`config.mk`:
```
export PLATFORM = sky130hd
export DESIGN_NAME = can_bit_timer
export DESIGN_NICKNAME = d
export VERILOG_FILES = /design/src/rtl/cbt_pkg.sv /design/src/rtl/cbt_cfg_reg.sv /design/src/rtl/cbt_seg_ctr.sv /design/src/rtl/cbt_sampler.sv /design/src/rtl/can_bit_timer.sv
export SDC_FILE = /design/constraint.sdc
export NUM_CORES = 1
export LEC_CHECK = 0
export BUFFER_PORTS_ARGS = -buffer_cell sky130_fd_sc_hd__buf_2
export CAP_MARGIN = 20
export CORE_UTILIZATION = 50
export DETAILED_ROUTE_END_ITERATION = 12
export GPL_TIMING_DRIVEN = 0
export HOLD_SLACK_MARGIN = 0.15
export PLACE_DENSITY = 0.69
export REMOVE_ABC_BUFFERS = 1
export SLEW_MARGIN = 10
export SYNTH_ARGS = -nofsm -noshare
export SYNTH_HDL_FRONTEND = slang
export SYNTH_SLANG_ARGS = --single-unit
```
`constraint.sdc`:
```
create_clock -name clk -period 2.07 [get_ports clk]
set_input_delay 0.207 -clock clk [delete_from_list [all_inputs] [get_ports clk]]
set_output_delay 0.207 -clock clk [all_outputs]
set_load 0.1 [all_outputs]
```
`src/rtl/cbt_pkg.sv`:
```
package cbt_pkg;

    localparam int TS1_W = 4;
    localparam int TS2_W = 3;
    localparam int CFG_W = 1 + TS2_W + TS1_W;
    localparam int CNT_W = (TS1_W > TS2_W) ? TS1_W : TS2_W;

    typedef struct packed {
        logic             triple;
        logic [TS2_W-1:0] ts2;
        logic [TS1_W-1:0] ts1;
    } cfg_t;

    typedef enum logic [1:0] {
        PH_SYNC = 2'd0,
        PH_TS1  = 2'd1,
        PH_TS2  = 2'd2
    } phase_e;

    typedef struct packed {
        logic at_sync;
        logic at_samp;
        logic at_end;
    } tick_t;

    function automatic logic maj3(input logic a, input logic b, input logic c);
        return (a & b) | (a & c) | (b & c);
    endfunction

    function automatic logic cfg_bad(input cfg_t c);
        return c.triple && (c.ts1 == '0);
    endfunction

endpackage

```
`src/rtl/cbt_cfg_reg.sv`:
```
module cbt_cfg_reg
    import cbt_pkg::*;
(
    input  logic clk,
    input  logic rst,
    input  logic wr_en,
    input  cfg_t wr_data,
    input  logic load_act,
    output cfg_t act_cfg,
    output logic cfg_err
);
    cfg_t stored_q;
    cfg_t act_q;

    // Stored byte follows the write strobe at any time.
    always_ff @(posedge clk) begin
        if (rst) begin
            stored_q <= '0;
        end else if (wr_en) begin
            stored_q <= wr_data;
        end
    end

    // Active byte is copied only at the bit boundary.
    always_ff @(posedge clk) begin
        if (rst) begin
            act_q <= '0;
        end else if (load_act) begin
            act_q <= stored_q;
        end
    end

    assign act_cfg = act_q;
    assign cfg_err = cfg_bad(stored_q);

endmodule

```
`src/rtl/cbt_seg_ctr.sv`:
```
module cbt_seg_ctr
    import cbt_pkg::*;
(
    input  logic  clk,
    input  logic  rst,
    input  logic  tick,
    input  cfg_t  act_cfg,
    output tick_t ev
);
    phase_e           phase_q;
    logic [CNT_W-1:0] cnt_q;
    logic             last_ts1;
    logic             last_ts2;

    assign last_ts1 = (cnt_q == CNT_W'(act_cfg.ts1));
    assign last_ts2 = (cnt_q == CNT_W'(act_cfg.ts2));

    always_ff @(posedge clk) begin
        if (rst) begin
            phase_q <= PH_SYNC;
            cnt_q   <= '0;
        end else if (tick) begin
            unique case (phase_q)
                PH_SYNC: begin
                    phase_q <= PH_TS1;
                    cnt_q   <= '0;
                end
                PH_TS1: begin
                    if (last_ts1) begin
                        phase_q <= PH_TS2;
                        cnt_q   <= '0;
                    end else begin
                        cnt_q <= cnt_q + 1'b1;
                    end
                end
                PH_TS2: begin
                    if (last_ts2) begin
                        phase_q <= PH_SYNC;
                        cnt_q   <= '0;
                    end else begin
                        cnt_q <= cnt_q + 1'b1;
                    end
                end
                default: begin
                    phase_q <= PH_SYNC;
                    cnt_q   <= '0;
                end
            endcase
        end
    end

    always_comb begin
        ev.at_sync = tick && (phase_q == PH_SYNC);
        ev.at_samp = tick && (phase_q == PH_TS1) && last_ts1;
        ev.at_end  = tick && (phase_q == PH_TS2) && last_ts2;
    end

endmodule

```
`src/rtl/cbt_sampler.sv`:
```
module cbt_sampler
    import cbt_pkg::*;
#(
    parameter int HIST = 2
) (
    input  logic clk,
    input  logic rst,
    input  logic tick,
    input  logic at_sync,
    input  logic at_samp,
    input  logic triple,
    input  logic rx_in,
    output logic rx_bit,
    output logic sync_edge
);
    logic [HIST-1:0] hist_q;   // hist_q[0] is the most recent tick sample
    logic            rx_bit_q;
    logic            edge_q;
    logic            vote;

    assign vote = maj3(hist_q[1], hist_q[0], rx_in);

    always_ff @(posedge clk) begin
        if (rst) begin
            hist_q <= '1;
        end else if (tick) begin
            hist_q <= {hist_q[HIST-2:0], rx_in};
        end
    end

    always_ff @(posedge clk) begin
        if (rst) begin
            rx_bit_q <= 1'b1;
        end else if (at_samp) begin
            rx_bit_q <= triple ? vote : rx_in;
        end
    end

    always_ff @(posedge clk) begin
        if (rst) begin
            edge_q <= 1'b0;
        end else if (at_sync) begin
            edge_q <= (rx_in != hist_q[0]);
        end
    end

    assign rx_bit    = rx_bit_q;
    assign sync_edge = edge_q;

endmodule

```
`src/rtl/can_bit_timer.sv`:
```
module can_bit_timer
    import cbt_pkg::*;
(
    input  logic             clk,
    input  logic             rst,
    input  logic             tq_en,
    input  logic             cfg_wr,
    input  logic [CFG_W-1:0] cfg_data,
    input  logic             rx_in,
    output logic             tx_point,
    output logic             sample_point,
    output logic             rx_bit,
    output logic             sync_edge,
    output logic             cfg_err
);
    cfg_t  act_cfg;
    tick_t ev;
    logic  tx_q;
    logic  smp_q;

    cbt_cfg_reg u_cfg (
        .clk      (clk),
        .rst      (rst),
        .wr_en    (cfg_wr),
        .wr_data  (cfg_t'(cfg_data)),
        .load_act (ev.at_end),
        .act_cfg  (act_cfg),
        .cfg_err  (cfg_err)
    );

    cbt_seg_ctr u_seg (
        .clk     (clk),
        .rst     (rst),
        .tick    (tq_en),
        .act_cfg (act_cfg),
        .ev      (ev)
    );

    cbt_sampler #(.HIST(2)) u_smp (
        .clk       (clk),
        .rst       (rst),
        .tick      (tq_en),
        .at_sync   (ev.at_sync),
        .at_samp   (ev.at_samp),
        .triple    (act_cfg.triple),
        .rx_in     (rx_in),
        .rx_bit    (rx_bit),
        .sync_edge (sync_edge)
    );

    always_ff @(posedge clk) begin
        if (rst) begin
            tx_q  <= 1'b0;
            smp_q <= 1'b0;
        end else begin
            tx_q  <= ev.at_sync;
            smp_q <= ev.at_samp;
        end
    end

    assign tx_point     = tx_q;
    assign sample_point = smp_q;

endmodule

```
==> summary.txt, run 1 <==
Run status
  – Outcome: completed

Drt
  – DR DRC count: 0
  – DR iter-0 viols: 8
  – Avg WL per Cell: about 13 µm
  – Drt via density: 5.32
  – WL final: between 2000 and 2500 µm
  – Routed Antenna Nets: 0
  – Vias post-DR: 979
  – Drt first pass iters: 4

Worst setup path
  – CP Capture Type: register
  – Required time of the critical path: ~2.3 ns
  – Sum of buffers and inverters on the critical path: 0
  – CP max FO: 8
  – CP startpoint kind: register
  – Slowest-stage cell, CP: or4b_1
  – CP top delay family: compound AO/OA/AOI/OAI gates
  – Slowest Stage Delay on Critical Path: around 0.53 ns
  – CP Cell Sequence: xor2_1, o41a_1, or4b_1, a21oi_1
  – WS Path Type: register to register
  – Worst EP arrival: roughly 2.2 ns

STA
  – Setup Viol. Count Final: 0
  – Max Clock Skew: roughly 0.0029 ns
  – RSZ-0062 raised after global routing: no
  – Fin crit period: 1.89 ns
  – Final hold vios: 0
  – Slew HR: 0.552
  – Slew @ Worst Pin: roughly 0.67 ns
  – Period utilization: 0.915
  – Max Freq: 0.528 GHz
  – Pins Over Slew Limit: 0

Floorplanning
  – FP Rows: 17
  – Die ar.: 2750 µm²
  – # IOs: 18
  – Starting Density: 0.554
  – Die Ht: 52.5 µm
  – Area of the core: about 2300 µm²
  – Die width: 52.5 µm

Clocking
  – Post-CTS setup buffers: 0
  – Skew-Pair Late Insertion Delay: 0.32 ns
  – Clock Path Buffers: 2
  – H-tree Lvls: 1
  – TritonCTS buffer count: 3
  – TritonCTS Sinks: 28
  – Clk slew on worst S/H paths: 0.14 ns
  – CTS tree: done
  – Root Buffer: clkbuf_4

Global route
  – Initial antenna violation count: 0
  – Total grt overflow: 0
  – Largest net degree at the start of global routing: 29
  – First-pass GRT wire length: ~4100 µm
  – Vias in the first global route: 948
  – Overall routing resource usage: 0.203

Final layout
  – Reg area: approximately 560 µm²
  – Area Growth Syn to Fin: 17.9%
  – Layout cells sized above 1: 0.141
  – Inserted Diodes: 0
  – Multi-input gate area: around 670 µm²
  – # fillers: 202
  – Non-Filler Instances: 184
  – Layout Nets: 176

Logic synthesis
  – Yosys warnings: 0
  – Area of the mapped netlist: 1270 µm²
  – Combinational family with the most area after synthesis: simple AND/OR/NAND/NOR gates
  – Distinct cells, synth: 29
  – Sequential fraction of the synthesis area: 0.440
  – Seq cells post-synth: 28
  – Synth Area in XOR/XNOR: 0.0481
  – Synth Area in Adders: 0.0589
  – Post-synthesis compound-gate area fraction: 0.107
  – Syn Inst Count: 131
  – Synth Area in Simple Gates: 0.188
  – Syn_area_per_cell: 9.72 µm²
  – Mux contribution to synthesized area: 0.126

Pwr
  – Net Switching: roughly 0.26 mW
  – Sequential fraction of design power: 0.579
  – Power Dens Cells: 661 nW/µm²
  – Leak Pwr: about 0.62 nW
  – Internal power component: a little over 0.7 mW
  – Clk network pwr share: 0.262
  – Post-layout power: between 0.9 and 1 mW
  – Maximum VDD drop: 565 µV
  – Combinational power share: 0.159
  – Sw Ratio: 0.266

Run
  – Max cap viols: 0

Min path
  – HP Class: input pin to register

Place
  – Dpl hpwl: 1630 µm
  – Dpl cells: roughly 170
  – Final Wtd Congestion: 0.807
  – PortBufs: 17
## worst min-delay path, delay by kind of cell
family / cells / cell delay [ns]
buf+inv: 1 / 0.19
simple gates: 2 / 0.15
## registers in the layout, summed over array words and instances (netlist names)
name and count:
tx_point 1, u_smp.sync_edge 1, u_cfg.act_cfg 8, u_smp.hist_q 2, u_seg.cnt_q 4, u_seg.phase_q 2, u_cfg.stored_q 8, u_smp.rx_bit 1
sample_point 1
## final timing paths
path | cells past startpoint | slack (ns) | start | to
max | 4 | 0.18 | u_seg.cnt_q[0]$_SDFFE_PP0P_ | u_seg.phase_q[0]$_SDFFE_PP0P_
min | 3 | 0.26 | tq_en | tx_point$_SDFF_PP0_
max reg2reg | 4 | 0.18 | u_seg.cnt_q[0]$_SDFFE_PP0P_ | u_seg.phase_q[0]$_SDFFE_PP0P_
min reg2reg | 2 | 0.47 | u_smp.sync_edge$_SDFFE_PP0P_ | u_smp.sync_edge$_SDFFE_PP0P_
## Yosys cell counts
cell type,number,area share
inv_1,6,0.018
mux2i_1,16,0.13
nor4_1,1,0.0049
nand3b_1,2,0.012
nor2b_1,3,0.015
o21ai_0,1,0.0039
nor3b_1,3,0.018
nand2_1,6,0.018
clkbuf_1,3,0.0088
and2_1,1,0.0049
a41oi_1,1,0.0069
buf_1,2,0.0059
or4b_1,1,0.0079
o221ai_1,2,0.014
nor2_1,19,0.056
a211o_1,3,0.021
o31ai_1,1,0.0059
o41a_1,1,0.0088
dfxtp_1,28,0.44
and4_1,2,0.014
a21oi_1,7,0.028
nand2b_1,2,0.0098
a211oi_1,1,0.0059
xor2_1,3,0.021
xnor2_1,4,0.028
ha_1,6,0.059
nor4_4,1,0.017
o2111ai_1,2,0.014
nand3_1,3,0.012
## cells in the final DEF (no fill, tap or decap), drive strengths merged, types with 4 or more instances in the layout
| cell type | n |
|---|---|
| ha | 6 |
| clkbuf | 4 |
| buf | 17 |
| inv | 6 |
| mux2i | 16 |
| a21oi | 7 |
| dlygate4sd3 | 9 |
| nand2 | 6 |
| xnor2 | 4 |
| dfxtp | 28 |
| nor2 | 19 |
## power by group through the flow
stage,combinational [mW],sequential [mW],clock (mW)
floorplan,0.0687,0.617,0
global placement,0.142,0.585,0
detailed placement,0.145,0.587,0
CTS,0.159,0.575,0.268
global route,0.174,0.578,0.283
finish,0.158,0.574,0.260
## kinds of logic (layout without fill, tap and decap cells)
kind of cell             after synthesis  count (layout)
XOR/XNOR                               7               7
multiplexers                          16              16
flip-flops                            28              28
AO/OA/AOI/OAI                         19              19
buffers and inverters                 11              36
AND/OR/NAND/NOR                       44              44
adder cells (fa/ha/maj)                6               6
## metrics by stage
| step | TNS (ns) | cell area (µm²) | worst slack (ns) | utilization | hold slack [ns] |
|---|---|---|---|---|---|
| after global placement | 0 | 1380 | 0.227 | 0.599 | 0.438 |
| after detailed placement | 0 | 1380 | 0.209 | 0.599 | 0.449 |
| after floorplan | -1.38 | 1250 | -1.38 | - | 0.276 |
| final | 0 | 1500 | 0.176 | 0.654 | 0.258 |
| after global routing | 0 | 1500 | 0.0718 | 0.654 | 0.289 |
| after CTS | 0 | 1500 | 0.171 | 0.654 | 0.251 |
## cell type report
type	count	share of cell area
sequential	28	0.373
tap	28	0.0233
clock buffer	4	0.0242
multi-input combinational	92	0.447
timing repair buffer	26	0.117
inverter	6	0.0150
## metal layers
metal	GRT usage	wire, µm
met5	0	0
met4	0.0526	26
met1	0.259	1110
met3	0.0348	68
met2	0.350	1120
## what timing repair did
| item | in CTS | in global routing |
|---|---|---|
| hold endpoints to repair | 9 | 0 |
| hold buffers | 9 | 0 |
| resized for setup | 0 | 0 |
(Power assumes the default switching activity.)
==> run 2: changes to the inputs <==
--- a/config.mk
+++ b/config.mk
@@ -9,7 +9,6 @@
 export CAP_MARGIN = 20
 export CORE_UTILIZATION = 50
 export DETAILED_ROUTE_END_ITERATION = 12
-export GPL_TIMING_DRIVEN = 0
 export HOLD_SLACK_MARGIN = 0.15
 export PLACE_DENSITY = 0.69
 export REMOVE_ABC_BUFFERS = 1
==> run 2 against run 1 <==
  * Worst hold slack gained 0.018 ns
  * Sequential share of layout area is essentially flat
  * Clock power decreased by 19%
  * Total power fell by 4.5%
==> summary.txt, run 2 (synthesis results as in run 1) <==
STA
  – Final hold vios: 0 (unchanged)
  – Pins Over Slew Limit: 0 (unchanged)
  – Setup Viol. Count Final: 0 (unchanged)
  – Period utilization: 0.848 (-0.0672)
  – Max Freq: 0.570 GHz (+7.9%)
  – Max Clock Skew: 0.00643 ns (+0.00357 ns)
  – RSZ-0062 raised after global routing: no
  – Fin crit period: 1.76 ns (-0.139 ns)
  – Slew @ Worst Pin: 0.544 ns (-0.123 ns)
  – Slack of the critical path: 0.315 ns (+0.139 ns)
  – Slew HR: 0.633 (+0.0808)

Worst setup path
  – Slowest-stage cell, CP: or4b_1
  – Slowest Stage Delay on Critical Path: 0.50 ns (-0.03 ns)
  – Required time of the critical path: 2.32 ns (about the same)
  – CP Capture Type: register
  – CP max FO: 6 (-2)
  – Worst EP arrival: 2.01 ns (-0.15 ns)
  – CP Cell Sequence: xor2_1, o41a_1, or4b_1, a21oi_1
  – CP top delay family: compound AO/OA/AOI/OAI gates
  – CP startpoint kind: register
  – WS Path Type: register to register
  – Sum of buffers and inverters on the critical path: 0 (unchanged)

Final layout
  – Area Growth Syn to Fin: 18.0% (about the same)
  – Most common cell after layout, fill and taps aside: dfxtp_1
  – Layout Nets: 178 (+1.1%)
  – Post-Route Utilization: 0.654 (about the same)
  – Inserted Diodes: 0 (unchanged)
  – Layout cells sized above 1: 0.146 (+0.00547)
  – Commonest cells after routing, fill and taps aside: dfxtp_1 (28), nor2_1 (19), buf_2 (17)

Clocking
  – H-tree Lvls: 1 (unchanged)
  – Skew-Pair Late Insertion Delay: 0.31 ns (about the same)
  – Clk slew on worst S/H paths: 0.14 ns (about the same)
  – TritonCTS buffer count: 3 (unchanged)
  – CTS tree: done
  – CTS Hold Bufs: 9 (unchanged)
  – Post-CTS setup buffers: 0 (unchanged)
  – TritonCTS Sinks: 28 (unchanged)
  – Root Buffer: clkbuf_4
  – Clock Path Buffers: 2 (unchanged)
  – Post-CTS sizing: 0 (unchanged)

Drt
  – Avg WL per Cell: 12.8 µm (+1.5%)
  – Routed Antenna Nets: 0 (unchanged)
  – DR iter-0 viols: 11 (+3)
  – Drt first pass iters: 4 (unchanged)
  – Drt via density: 5.39 (+1.3%)
  – DR DRC count: 0 (unchanged)
  – WL final: 2370 µm (+2.1%)
  – Vias post-DR: 997 (+1.8%)

Pwr
  – Sequential fraction of design power: 0.607 (+0.028)
  – Net Switching: 0.257 mW (-2.7%)
  – Sw Ratio: 0.271 (+0.00517)
  – Power Dens Cells: 630 nW/µm² (-4.6%)
  – Post-layout power: 0.947 mW (-4.5%)
  – Clk network pwr share: 0.222 (-0.040)
  – Maximum VDD drop: 411 µV (-27%)
  – Internal power component: 0.690 mW (-5.2%)
  – Leak Pwr: 0.624 nW (+0.59%)
  – Combinational power share: 0.171 (+0.012)

Floorplanning
  – Area of the core: 2300 µm² (unchanged)
  – FP Rows: 17 (unchanged)
  – Die ar.: 2750 µm² (unchanged)
  – Starting Density: 0.554 (unchanged)
  – Die Ht: 52.5 µm (unchanged)
  – Die width: 52.5 µm (unchanged)
  – # IOs: 18 (unchanged)

Place
  – Pre-CTS setup slack: 0.360 ns (+0.151 ns)
  – Dpl hpwl: 1670 µm (+2.1%)
  – Final Wtd Congestion: 0.757 (-6.2%)
  – PortBufs: 17 (unchanged)

Min path
  – HP Class: input pin to register

Run status
  – Outcome: completed

Global route
  – First-pass GRT wire length: 3920 µm (-4.5%)
  – Initial antenna violation count: 0 (unchanged)
  – Vias in the first global route: 880 (-7.2%)
  – Total grt overflow: 0 (unchanged)
  – Largest net degree at the start of global routing: 29 (unchanged)
  – Overall routing resource usage: 0.197 (-0.00620)

Run
  – Max cap viols: 0 (unchanged)
-- run 2: cell types whose count changed in the layout (fill, tap and decap cells not counted), sizes merged --
cell	delta
buf	+2
clkbuf	-1
-- run 2: worst min-delay path, delay by kind of cell --
| kind | cells | cell delay (ns) |
|---|---|---|
| simple gates | 2 | 0.15 |
| buf+inv | 1 | 0.19 |
-- run 2: power groups by stage --
stage / registers, mW / clock network (mW) / logic (mW)
5_1_grt: 0.578 / 0.240 / 0.175
6_report: 0.575 / 0.210 / 0.162
3_3_place_gp: 0.586 / 0 / 0.145
3_5_place_dp: 0.587 / 0 / 0.148
2_1_floorplan: 0.617 / 0 / 0.0687
4_1_cts: 0.575 / 0.223 / 0.162
-- run 2: cell type report --
cell class	instances	area, µm²
multi-input combinational	92	672
tap	28	35.0
clock buffer	3	22.5
inverter	6	22.5
timing repair buffer	28	190
fill	188	795
sequential	28	561
-- run 2: worst paths after layout --
kind,startpoint,slack [ns],end,depth (start not counted)
worst max register to register,u_seg.cnt_q[0]$_SDFFE_PP0P_,0.31,u_seg.phase_q[0]$_SDFFE_PP0P_,4
worst min-delay path,tq_en,0.28,tx_point$_SDFF_PP0_,3
worst min register to register,u_smp.sync_edge$_SDFFE_PP0P_,0.46,u_smp.sync_edge$_SDFFE_PP0P_,2
worst max-delay path,u_seg.cnt_q[0]$_SDFFE_PP0P_,0.31,u_seg.phase_q[0]$_SDFFE_PP0P_,4
-- run 2: through the flow --
step / hold WS, ns / cells / cell area (µm²) / setup TNS [ns]
finish: 0.276 / 185 / 1500 / 0
global route: 0.273 / 185 / 1500 / 0
CTS: 0.255 / 185 / 1500 / 0
detailed placement: 0.445 / 173 / 1390 / 0
global placement: 0.438 / 173 / 1390 / 0
floorplan: 0.276 / 126 / 1250 / -1.38
-- run 2: layer usage --
| metal | wire length, µm | global-route usage |
|---|---|---|
| met4 | 14 | 0.0702 |
| met2 | 1140 | 0.312 |
| met3 | 41 | 0.0377 |
| met1 | 1170 | 0.263 |
| met5 | 0 | 0 |
==> run 3: changes to the inputs <==
--- a/config.mk
+++ b/config.mk
@@ -10,7 +10,7 @@
 export CORE_UTILIZATION = 50
 export DETAILED_ROUTE_END_ITERATION = 12
 export HOLD_SLACK_MARGIN = 0.15
-export PLACE_DENSITY = 0.69
+export PLACE_DENSITY = 0.72
 export REMOVE_ABC_BUFFERS = 1
 export SLEW_MARGIN = 10
 export SYNTH_ARGS = -nofsm -noshare
==> constraint.sdc (replaced) <==
create_clock -name clk -period 1.4 [get_ports clk]
set_input_delay 0.14 -clock clk [delete_from_list [all_inputs] [get_ports clk]]
set_output_delay 0.14 -clock clk [all_outputs]
set_load 0.1 [all_outputs]
==> run 3 against run 2 <==
  * Critical path type unchanged
  * Core utilization increased by 13 points
  * Final cell count increased by 7.0%
  * Clock skew shrank 0.0023 ns
  * Wire length up 27%
  * Non-clock buffer count up 12
  * Via count increased by 8.9%
  * Register-to-register slack got worse by 0.53 ns
  * Sequential share of layout area decreased by 5.4 points
  * Clock power rose to 2.5 times the previous value
  * Global-route usage grew 3.7 points
  * Count of clock-buffer cells in the layout unchanged
  * Largest power group unchanged
  * The run now ends with setup timing left
  * Maximum frequency is 8.8% higher
==> summary.txt, run 3 (synthesis results as in run 1) <==
Run status
  – Outcome: complete, but fails checks
  – Failing checks: setup timing

Place
  – PortBufs: 17 (unchanged)
  – Final Wtd Congestion: 0.839 (+11%)
  – Dpl hpwl: 1820 µm (+9.4%)
  – Placed cell area: 1500 µm² (+7.9%)
  – Dpl cells: 184 (+6.4%)

Clocking
  – Clock Path Buffers: 2 (unchanged)
  – H-tree Lvls: 1 (unchanged)
  – TritonCTS buffer count: 3 (unchanged)
  – CTS tree: done
  – Clk slew on worst S/H paths: 0.15 ns (about the same)
  – Post-CTS setup buffers: 0 (unchanged)
  – TritonCTS Sinks: 28 (unchanged)
  – Skew-Pair Late Insertion Delay: 0.33 ns (+0.02 ns)
  – Root Buffer: clkbuf_4

Drt
  – DR iter-0 viols: 8 (-3)
  – Vias post-DR: 1086 (+8.9%)
  – Drt first pass iters: 4 (unchanged)
  – Avg WL per Cell: 15.2 µm (+19%)
  – WL final: 3010 µm (+27%)
  – Routed Antenna Nets: 0 (unchanged)
  – Drt via density: 5.48 (+1.8%)
  – DR DRC count: 0 (unchanged)

Worst setup path
  – Worst setup path start: u_cfg.act_cfg[6]$_SDFFE_PP0P_
  – Slowest-stage cell, CP: or4b_1
  – CP Cell Sequence: xor2_1, o41a_1, or4b_1, a21oi_1
  – Slowest Stage Delay on Critical Path: 0.50 ns (about the same)
  – CP startpoint kind: register
  – Worst setup path endpoint: u_seg.phase_q[0]$_SDFFE_PP0P_
  – R2R setup slack: -0.21 ns (-0.53 ns)
  – Required time of the critical path: 1.67 ns (-0.65 ns)
  – WS Path Type: register to register
  – R2R depth: 4 (unchanged)
  – R2r startpoint: u_cfg.act_cfg[6]$_SDFFE_PP0P_
  – RR Endpoint: u_seg.phase_q[0]$_SDFFE_PP0P_
  – Worst EP arrival: 1.89 ns (-0.12 ns)
  – CP Capture Type: register
  – CP max FO: 2 (-4)

Final layout
  – Post-Route Utilization: 0.783 (+0.129)
  – # fillers: 149 (-21%)
  – Commonest cells after routing, fill and taps aside: nor2_1 (19), dfxtp_1 (17), buf_2 (16)
  – Area Growth Syn to Fin: 41.3%
  – Most common cell after layout, fill and taps aside: nor2_1
  – Final Instance Area: 1800 µm² (+20%)
  – Layout cells sized above 1: 0.353 (+0.206)
  – Inserted Diodes: 0 (unchanged)
  – Non-Filler Instances: 198 (+7.0%)
  – Layout Nets: 190 (+6.7%)

STA
  – RSZ-0062 raised after global routing: yes
  – Setup Viol. Count Final: 14 (+14)
  – Max Clock Skew: 0.00410 ns (-0.00233 ns)
  – Setup TNS Final: -1.56 ns (-1.56 ns)
  – Final hold vios: 0 (unchanged)
  – Hold slack: 0.241 ns (-0.0348 ns)
  – Slew @ Worst Pin: 0.512 ns (-0.0323 ns)
  – Fin crit period: 1.61 ns (-0.142 ns)
  – Max Freq: 0.620 GHz (+8.8%)
  – Period utilization: 1.15 (+0.304)
  – Slack of the critical path: -0.213 ns (-0.528 ns)
  – Pins Over Slew Limit: 0 (unchanged)
  – Slew HR: 0.659 (+0.0263)

Floorplanning
  – Die width: 52.5 µm (unchanged)
  – Die Ht: 52.5 µm (unchanged)
  – # IOs: 18 (unchanged)
  – Area of the core: 2300 µm² (unchanged)
  – FP Rows: 17 (unchanged)
  – Die ar.: 2750 µm² (unchanged)
  – Starting Density: 0.554 (unchanged)

Pwr
  – Power Dens Cells: 933 nW/µm² (+48%)
  – Leak Pwr: 0.728 nW (+17%)
  – Maximum VDD drop: 768 µV (+87%)

Global route
  – Overall routing resource usage: 0.234 (+0.0372)
  – Initial antenna violation count: 0 (unchanged)
  – Largest net degree at the start of global routing: 29 (unchanged)
  – First-pass GRT wire length: 4630 µm (+18%)
  – Vias in the first global route: 1059 (+20%)
  – Total grt overflow: 0 (unchanged)

Min path
  – HP Class: input pin to register

Run
  – Max cap viols: 0 (unchanged)
[run 3: changes by cell type in the layout (fill, tap and decap cells not counted), moves of 2 or more]
cell / change
buf_4: +8
dfxtp_1: -11
xnor2_4: +3
dfxtp_2: +11
xnor2_1: -4
buf_6: +2
buf_12: +2
[run 3: worst min path at each step]
stage               slack [ns]   startpoint  cells after the start                              to
detailed placement        0.39  cfg_data[4]                      3  u_cfg.stored_q[4]$_SDFFE_PP0P_
finish                    0.24        rx_in                      4    u_smp.sync_edge$_SDFFE_PP0P_
CTS                       0.23       cfg_wr                      3  u_cfg.stored_q[5]$_SDFFE_PP0P_
global placement          0.38  cfg_data[4]                      3  u_cfg.stored_q[4]$_SDFFE_PP0P_
floorplan                 0.21          rst                      1     u_seg.cnt_q[0]$_SDFFE_PP0P_
global route              0.24       cfg_wr                      3  u_cfg.stored_q[4]$_SDFFE_PP0P_
[run 3: final cells by class]
type,count,area (µm²),share of cell area
clock buffer,3,22.5,0.0125
clock inverter,1,30.0,0.0167
inverter,6,22.5,0.0125
multi-input combinational,92,797,0.443
sequential,28,574,0.319
tap,28,35.0,0.0195
timing repair buffer,40,318,0.177
[run 3: critical path, delay by kind of cell (launching register included)]
kind	cells	cell delay, ns
compound gates	2	0.55
simple gates	1	0.50
flops	1	0.35
xor+xnor	1	0.16
[run 3: per-stage QoR]
stage,worst slack (ns),power (mW)
after floorplan,-1.98,1.01
after global placement,-0.203,1.10
after detailed placement,-0.233,1.11
after CTS,-0.219,1.67
after global routing,-0.293,1.74
final,-0.213,1.68
[run 3: repair_timing]
| action | 4_1_cts | 5_1_grt |
|---|---|---|
| hold endpoints to repair | 10 | 0 |
| pin swaps | 7 | 2 |
| hold buffers | 10 | 0 |
| setup endpoints to repair | 16 | 16 |
| gates resized for setup | 16 | 16 |
[run 3: layer usage]
layer / vias to the layer above / wire length [µm] / global-route usage / share of wire
met4: 0 / 73 / 0.0877 / 0.024
met2: 24 / 1530 / 0.414 / 0.51
met1: 512 / 1330 / 0.281 / 0.44
met3: 8 / 76 / 0.0348 / 0.025
li1: 542 / - / - / -
met5: - / 0 / 0 / 0
[run 3: power breakdown]
group          switching, mW  internal (mW)
clock                  0.244          0.290
sequential            0.0258          0.831
combinational          0.165          0.123
total                  0.435           1.24
